`src/rtl/clkctl_pkg.sv`:
```
package clkctl_pkg;

  typedef struct packed {
    logic wrStb;
    logic rdStb;
    logic badStb;
  } accStrobes_t;

  function automatic logic [31:0] resetImage(input int unsigned idx);
    logic [31:0] v;
    case (idx)
      0:  v = 32'h800B_2C01;
      1:  v = 32'h8404_2800;
      2:  v = 32'hD003_0000;
      3:  v = 32'h028A_0100;
      4:  v = 32'h0400_8100;
      5:  v = 32'h0000_0438;
      6, 7, 8, 9: v = 32'h0101_0101;
      22: v = 32'h00A0_0000;
      23, 24: v = 32'h0000_A030;
      25: v = 32'h4300_0000;
      default: v = 32'h0;
    endcase
    return v;
  endfunction

endpackage

```
`src/rtl/clkctl_ctrl.sv`:
```
module clkctl_ctrl
  import clkctl_pkg::*;
#(
  parameter int ADDR_W   = 12,
  parameter int NUM_REGS = 28,
  localparam int IDX_W   = $clog2(NUM_REGS)
) (
  input  logic              clk,
  input  logic              rstN,
  input  logic              req,
  input  logic              we,
  input  logic [ADDR_W-1:0] addr,
  input  logic [3:0]        be,
  output accStrobes_t       stb,
  output logic [IDX_W-1:0]  idx,
  output logic              ack,
  output logic              err
);

  localparam logic [ADDR_W-1:0] LIMIT = ADDR_W'(NUM_REGS * 4);

  logic inWindow;
  logic aligned;
  logic fullWord;
  logic legal;

  always_comb begin
    inWindow   = addr < LIMIT;
    aligned    = addr[1:0] == 2'b00;
    fullWord   = be == 4'b1111;
    legal      = inWindow && aligned && fullWord;
    idx        = addr[IDX_W+1:2];
    stb.wrStb  = req && we && legal;
    stb.rdStb  = req && !we && legal;
    stb.badStb = req && !legal;
  end

  always_ff @(posedge clk) begin
    if (!rstN) begin
      ack <= 1'b0;
      err <= 1'b0;
    end else begin
      ack <= req;
      err <= stb.badStb;
    end
  end

endmodule

```
`src/rtl/clkctl_datapath.sv`:
```
module clkctl_datapath
  import clkctl_pkg::*;
#(
  parameter int DATA_W   = 32,
  parameter int NUM_REGS = 28,
  localparam int IDX_W   = $clog2(NUM_REGS)
) (
  input  logic                       clk,
  input  logic                       rstN,
  input  accStrobes_t                stb,
  input  logic [IDX_W-1:0]           idx,
  input  logic [DATA_W-1:0]          wdata,
  output logic [DATA_W-1:0]          rdata,
  output logic [NUM_REGS*DATA_W-1:0] regsOut
);

  logic [DATA_W-1:0] words [NUM_REGS];

  for (genvar g = 0; g < NUM_REGS; g++) begin : gWord
    always_ff @(posedge clk) begin
      if (!rstN) begin
        words[g] <= DATA_W'(resetImage(g));
      end else if (stb.wrStb && (int'(idx) == g)) begin
        words[g] <= wdata;
      end
    end
    assign regsOut[g*DATA_W +: DATA_W] = words[g];
  end

  logic [DATA_W-1:0] readMux;

  always_comb begin
    readMux = '0;
    for (int i = 0; i < NUM_REGS; i++) begin
      if (int'(idx) == i) readMux = words[i];
    end
  end

  always_ff @(posedge clk) begin
    if (!rstN) begin
      rdata <= '0;
    end else begin
      rdata <= stb.rdStb ? readMux : '0;
    end
  end

endmodule

```
`src/rtl/clkctl_regbank.sv`:
```
module clkctl_regbank
  import clkctl_pkg::*;
#(
  parameter int DATA_W   = 32,
  parameter int ADDR_W   = 12,
  parameter int NUM_REGS = 28,
  localparam int IDX_W   = $clog2(NUM_REGS)
) (
  input  logic                       clk,
  input  logic                       rstN,
  input  logic                       req,
  input  logic                       we,
  input  logic [ADDR_W-1:0]          addr,
  input  logic [3:0]                 be,
  input  logic [DATA_W-1:0]          wdata,
  output logic [DATA_W-1:0]          rdata,
  output logic                       ack,
  output logic                       err,
  output logic [NUM_REGS*DATA_W-1:0] regsOut
);

  accStrobes_t      stb;
  logic [IDX_W-1:0] idx;

  clkctl_ctrl #(.ADDR_W(ADDR_W), .NUM_REGS(NUM_REGS)) u_ctrl (
    .clk(clk), .rstN(rstN), .req(req), .we(we), .addr(addr), .be(be),
    .stb(stb), .idx(idx), .ack(ack), .err(err)
  );

  clkctl_datapath #(.DATA_W(DATA_W), .NUM_REGS(NUM_REGS)) u_dp (
    .clk(clk), .rstN(rstN), .stb(stb), .idx(idx), .wdata(wdata),
    .rdata(rdata), .regsOut(regsOut)
  );

endmodule

```
`config.mk`:
```
export PLATFORM = sky130hd
export DESIGN_NAME = clkctl_regbank
export DESIGN_NICKNAME = d
export VERILOG_FILES = /design/src/rtl/clkctl_pkg.sv /design/src/rtl/clkctl_ctrl.sv /design/src/rtl/clkctl_datapath.sv /design/src/rtl/clkctl_regbank.sv
export SDC_FILE = /design/constraint.sdc
export NUM_CORES = 1
export LEC_CHECK = 0
export ABC_AREA = 1
export ABC_CLOCK_PERIOD_IN_PS = 6500
export BUFFER_PORTS_ARGS = -buffer_cell sky130_fd_sc_hd__buf_4
export CAP_MARGIN = 40
export CORE_AREA = 2 2 386 388
export CTS_BUF_LIST = sky130_fd_sc_hd__clkbuf_8
export DETAILED_ROUTE_END_ITERATION = 6
export DIE_AREA = 0 0 388 390
export SLEW_MARGIN = 15
export SYNTH_ARGS = -nofsm -noshare
export SYNTH_HDL_FRONTEND = slang
export SYNTH_SLANG_ARGS = --single-unit
```
`constraint.sdc`:
```
create_clock -name clk -period 6.5 [get_ports clk]
set_clock_uncertainty 0.05 [all_clocks]
set_input_delay 1.3 -clock clk [delete_from_list [all_inputs] [get_ports clk]]
set_output_delay 1.3 -clock clk [all_outputs]
set_load 0.02 [all_outputs]
```
Word level (Yosys, flattened, before mapping)
Memories as Yosys holds them, arrays and structs flattened.
Cells that the tools add are included.
{"block": "op_classes", "n_eq_ne": 28, "n_bitwise": 28, "n_reduce_logical": 40, "magnitude_cmp": 1, "mux": 141}
{"cell": "two-way mux 32 bit", "n": 56}
{"cell": "two-way mux 1 bit", "n": 85}
{"cell": "equality test 5 bit, second input constant", "n": 16}
{"cell": "equality test 5 x 4 -> 1 bit, second input constant", "n": 8}
{"cell": "logical AND 1 bit", "n": 35}
{"cell": "bitwise OR 1 bit", "n": 28}
{"cell": "less-than comparator 12 x 7 -> 1 bit, second input constant", "n": 1}
{"cell": "equality test 5 x 3 -> 1 bit, second input constant", "n": 2}
{"cell": "equality test 5 x 2 -> 1 bit, second input constant", "n": 1}
{"cell": "logical NOT 5 bit", "n": 1}
{"cell": "equality test 4 bit, second input constant", "n": 1}
{"cell": "logical NOT 1 bit", "n": 2}
{"cell": "logical NOT 2 bit", "n": 1}
{"cell": "AND reduction 2 bit", "n": 1}
{"block": "totals", "wordCells": 242, "in_bits": 52, "mem_bits_rw": 896, "regBits": 34, "memories": 1}
{"memory": "u_dp.words", "words": 28, "word_bits": 32, "read_ports": 28, "rd_ports_with_merged_regs": 0, "wr": 28, "line_no": "clkctl_datapath.sv:17", "rtl": "logic [DATA_W-1:0] words [NUM_REGS];"}

Depth between registers and ports, before layout
{"block": "logic_depth", "depth_word": 29, "ltp_mapped": 22, "depth_no_buf": 22}

By module
A second synthesis with hierarchy kept.
{"block": "hier_totals", "cells_unflattened": 3940, "area_unflattened_um2": 39885.8}
{"module": "clkctl_datapath", "cells_per_inst": 3912, "area_per_inst_um2": 39704.3, "n_inst": 1, "seq_area_each_um2": 27546.4}
{"module": "clkctl_ctrl", "cells_per_inst": 28, "area_per_inst_um2": 181.4, "n_inst": 1, "seq_area_each_um2": 40.0}

Least setup slack after synthesis
No wires, ideal clock.
{"block": "synth_timing", "kind": "input to register", "from": "input addr[11]", "to": "memory u_dp.words[0][0], enable pin", "arrival_time_ns": 4.955, "path_slack_ns": 1.029, "required_ns": 5.984, "setup_time_ns": 0.466, "stages": 8, "path_cell_list": "or4_1 -> nor4_1 -> nand2_1 -> inv_1 -> nand3_1 -> clkbuf_1 -> clkbuf_1 -> o21ai_0"}
{"item": "start: declaration", "line_no": "clkctl_regbank.sv:13", "rtl": "input logic [ADDR_W-1:0] addr,"}
{"item": "end: declaration", "line_no": "clkctl_datapath.sv:17"}

Worst setup path after layout
{"block": "layout_timing", "from": "input addr[2]", "to": "register u_dp.rdata[6]"}
{"block": "layout_between", "elab_chain_cells": 29, "elab_cells_between_ends": 61, "classes_between": "order compare: 1; eq/ne: 27; mux: 28; reduce/logical: 5"}
{"item": "logical NOT 5 bit", "line_no": "clkctl_datapath.sv:35", "rtl": "if (int'(idx) == i) readMux = words[i];"}
{"item": "two-way mux 32 bit (28 in series)", "line_no": "clkctl_datapath.sv:35"}
{"item": "end signal: assignment", "line_no": "clkctl_datapath.sv:43", "rtl": "rdata <= stb.rdStb ? readMux : '0;"}
{"item": "end: declaration", "line_no": "clkctl_datapath.sv:13", "rtl": "output logic [DATA_W-1:0] rdata,"}
Several ways; a longest one is shown, not always the timed one.
A chain may end at the register's enable or synchronous reset.

==> summary.md <==
| Metric | Value |
|---|---|
| Die Area | around 0.15 mm2 |
| Worst Setup Slack, final | between 900 and 1000 ps |
| Period utilization | 0.8534 |
| Total GRT Usage | 0.2971 |
| Overflow after GRT | 0 |
| Buffers on Ports | 981 |
| Initial antenna violation count | 15 |
| Remaining antenna violation count | 0 |
| Area growth syn-to-layout | 34.62% |
| Place WS | about 420 ps |
| H-tree depth | 4 |
| TritonRoute pass-1 iters | 5 |
| Post-synth EDFFs | 896 |
| Wirelength per Cell | about 34 um |
| Most common cell in the netlist | nor2_1 |
| Mapped Avg Cell Area | just over 10 um2 |
| Actual slew at the worst max-slew pin | approximately 1000 ps |
| CP endpoint kind | flip-flop |
| Core ar. | between 0.1 and 0.15 mm2 |
| Max_cap viols | 0 |
| Minimum clock period | roughly 5500 ps |
| TNS Setup | 0 ps |
| PD cells | around 270 mW/mm2 |
| Leading area contributor after synthesis | edfxtp_1 |
| Worst-path clk slew | ~60 ps |
| First-pass GRT wire length | 303.1 mm |
| CTS tree | built |
| Seq/Total Area, Yosys | 0.6957 |
| TritonCTS Buffers | 165 |
| Status | finished, final reports clean |
| RSZ-0062 raised after global routing | false |
| CP startpoint kind | input port |
| GPL Wtd Cong | ~1 |
| Synth warn | 0 |
| Worst hold slack | between 500 and 600 ps |
| Cells after Synth | about 3900 |
| CTS Buffer Depth | 3 |
| # setup viols final | 0 |
| Synth Cell Area | between 0.03 and 0.04 mm2 |
| Synth top area cells | edfxtp_1, nor2_1, nand2_1 |
| CTS Sinks | 930 |
| Worst hold path type | reg2reg |
| Final hold vios | 0 |
| Crit Path Class | in2reg |
| HPWL Detailed | between 150 and 200 mm |
| Fin. max-slew vios | 0 |
| Die height | about 390 um |
| Fmax | approximately 180 MHz |
| Initial Utilization | 0.2695 |
| WL final | around 230 mm |
| Post-CTS setup buffers | 0 |
| Routed vias/inst | about 5.3 |
| Overall power | ~14000 uW |
| Synth unique cells | 25 |
| Clk_lat worst skew | 960 ps |
| Post-CTS Resized | 0 |
| Number of global-route vias before repair | between 30000 and 40000 |
| Final nets | 4958 |
| Root Buffer | clkbuf_8 |
| Top-area cell type share of the netlist area | 0.6786 |
| Residual DRC count | 0 |
| Required time of the critical path | ~7300 ps |
| Critical path arrival | 6330 ps |
| Vias | 36830 |
| Layout cells sized above 1 | 0.2996 |
| IO Count | roughly 980 |
| LEAKAGE | between 0.02 and 0.025 uW |
| Top post-synthesis cells by count | nor2_1, edfxtp_1, nand2_1 |
| Max-Slew Margin vs Limit | 0.3094 |
| Largest net degree at the start of global routing | 44 |
| Synthesized Nets | 3910 |
| Crit path max fanout | 13 |
| Ys flop type | edfxtp_1 |
| CTS Hold Bufs | 0 |
| DIE WIDTH | approximately 390 um |
| Iteration-0 DRC Markers | about 6100 |
| Cell row count | approximately 140 |
| Async S/R FF share, synth | 0 |
| Yosys reg bits | 930 |
| Maximum vdd drop | slightly above 0.2 mV |
## final cells by class
class	instances	area [um2]
clock inverter	116	565.5
clock buffer	171	2354
sequential	930	27590
multi-input combinational	2424	10480
timing repair buffer	1128	8995
fill	14890	93760
inverter	257	964.7
antenna	6	15.01
tap	1930	2415
## stage by stage
| step | util | instance area (um2) | instances |
|---|---|---|---|
| floorplan | - | 39650 | 3858 |
| global placement | 0.3375 | 49660 | 6633 |
| detailed placement | 0.3424 | 50370 | 6666 |
| CTS | 0.3622 | 53290 | 6953 |
| global route | 0.3627 | 53370 | 6958 |
| finish | 0.3628 | 53380 | 6962 |
## state kept, by name, summed over array words and instances (netlist names)
signal and count:
u_dp.words 896, u_dp.rdata 32, u_ctrl.ack 1, u_ctrl.err 1
## where the power goes
group	leakage [uW]	switching (uW)	internal, uW	total, uW
Combinational	0.0114	1400	536	1930
Clock	0.00173	2670	2480	5150
Sequential	0.00881	306	6860	7160
## worst max-delay path, stage by stage
cell and delay, ps:
buf_4 140, nand2_1 230, inv_1 70, nand2_1 100
nor2_1 70, buf_4 200, inv_1 350, buf_4 290
nor2_1 60, nor2_1 380, nand4_1 220, nand2_1 240
nand4_1 130, nor2_1 120, nand4_1 540, nor2_1 250
nand4_1 220, nor2_1 360, nand4_1 210, nor2_1 480
nand4_1 170, nand2_1 120, inv_1 40
## logic make-up (layout without fill, tap and decap cells)
family          after synthesis  after routing  share of synthesized area
other cells                   0              6                          0
simple gates               2299           2299                     0.2397
buf+inv                     504           1672                    0.04879
flops                       930            930                     0.6957
compound gates              125            125                    0.01581
## layer usage
| layer | global-route usage | part of all wire | up-vias | wire [um] |
|---|---|---|---|---|
| met1 | 0.3677 | 0.36 | 18380 | 83860 |
| met4 | 0.1537 | 0.061 | 12 | 14340 |
| met2 | 0.4499 | 0.44 | 3038 | 103000 |
| met3 | 0.1135 | 0.14 | 548 | 33230 |
| li1 | - | - | 14860 | - |
| met5 | 0 | 0.00034 | - | 80 |
## cells in the final DEF, fill, tap and decap left out, types with 34 or more instances in the layout
master	synthesis	final
buf_4	1	1092
nand4_1	193	193
nor2_1	1171	1154
clkbuf_8	0	171
inv_1	210	271
inv_2	45	45
edfxtp_1	896	896
nand3_1	69	68
nand2_1	759	759
a21oi_1	85	85
dfxtp_1	34	34
or2_2	71	71
## worst paths after layout
check,from,endpoint,slack [ps],cells after the start
worst max-delay path,addr[2],u_dp.rdata[6],950,23
worst min-delay path,u_dp.words[6][117],u_dp.rdata[21],520,2
worst max register to register,u_dp.words[0][70],u_dp.rdata[6],2060,16
worst min register to register,u_dp.words[6][117],u_dp.rdata[21],520,2
Note: power is estimated with default switching activity, not from simulation.
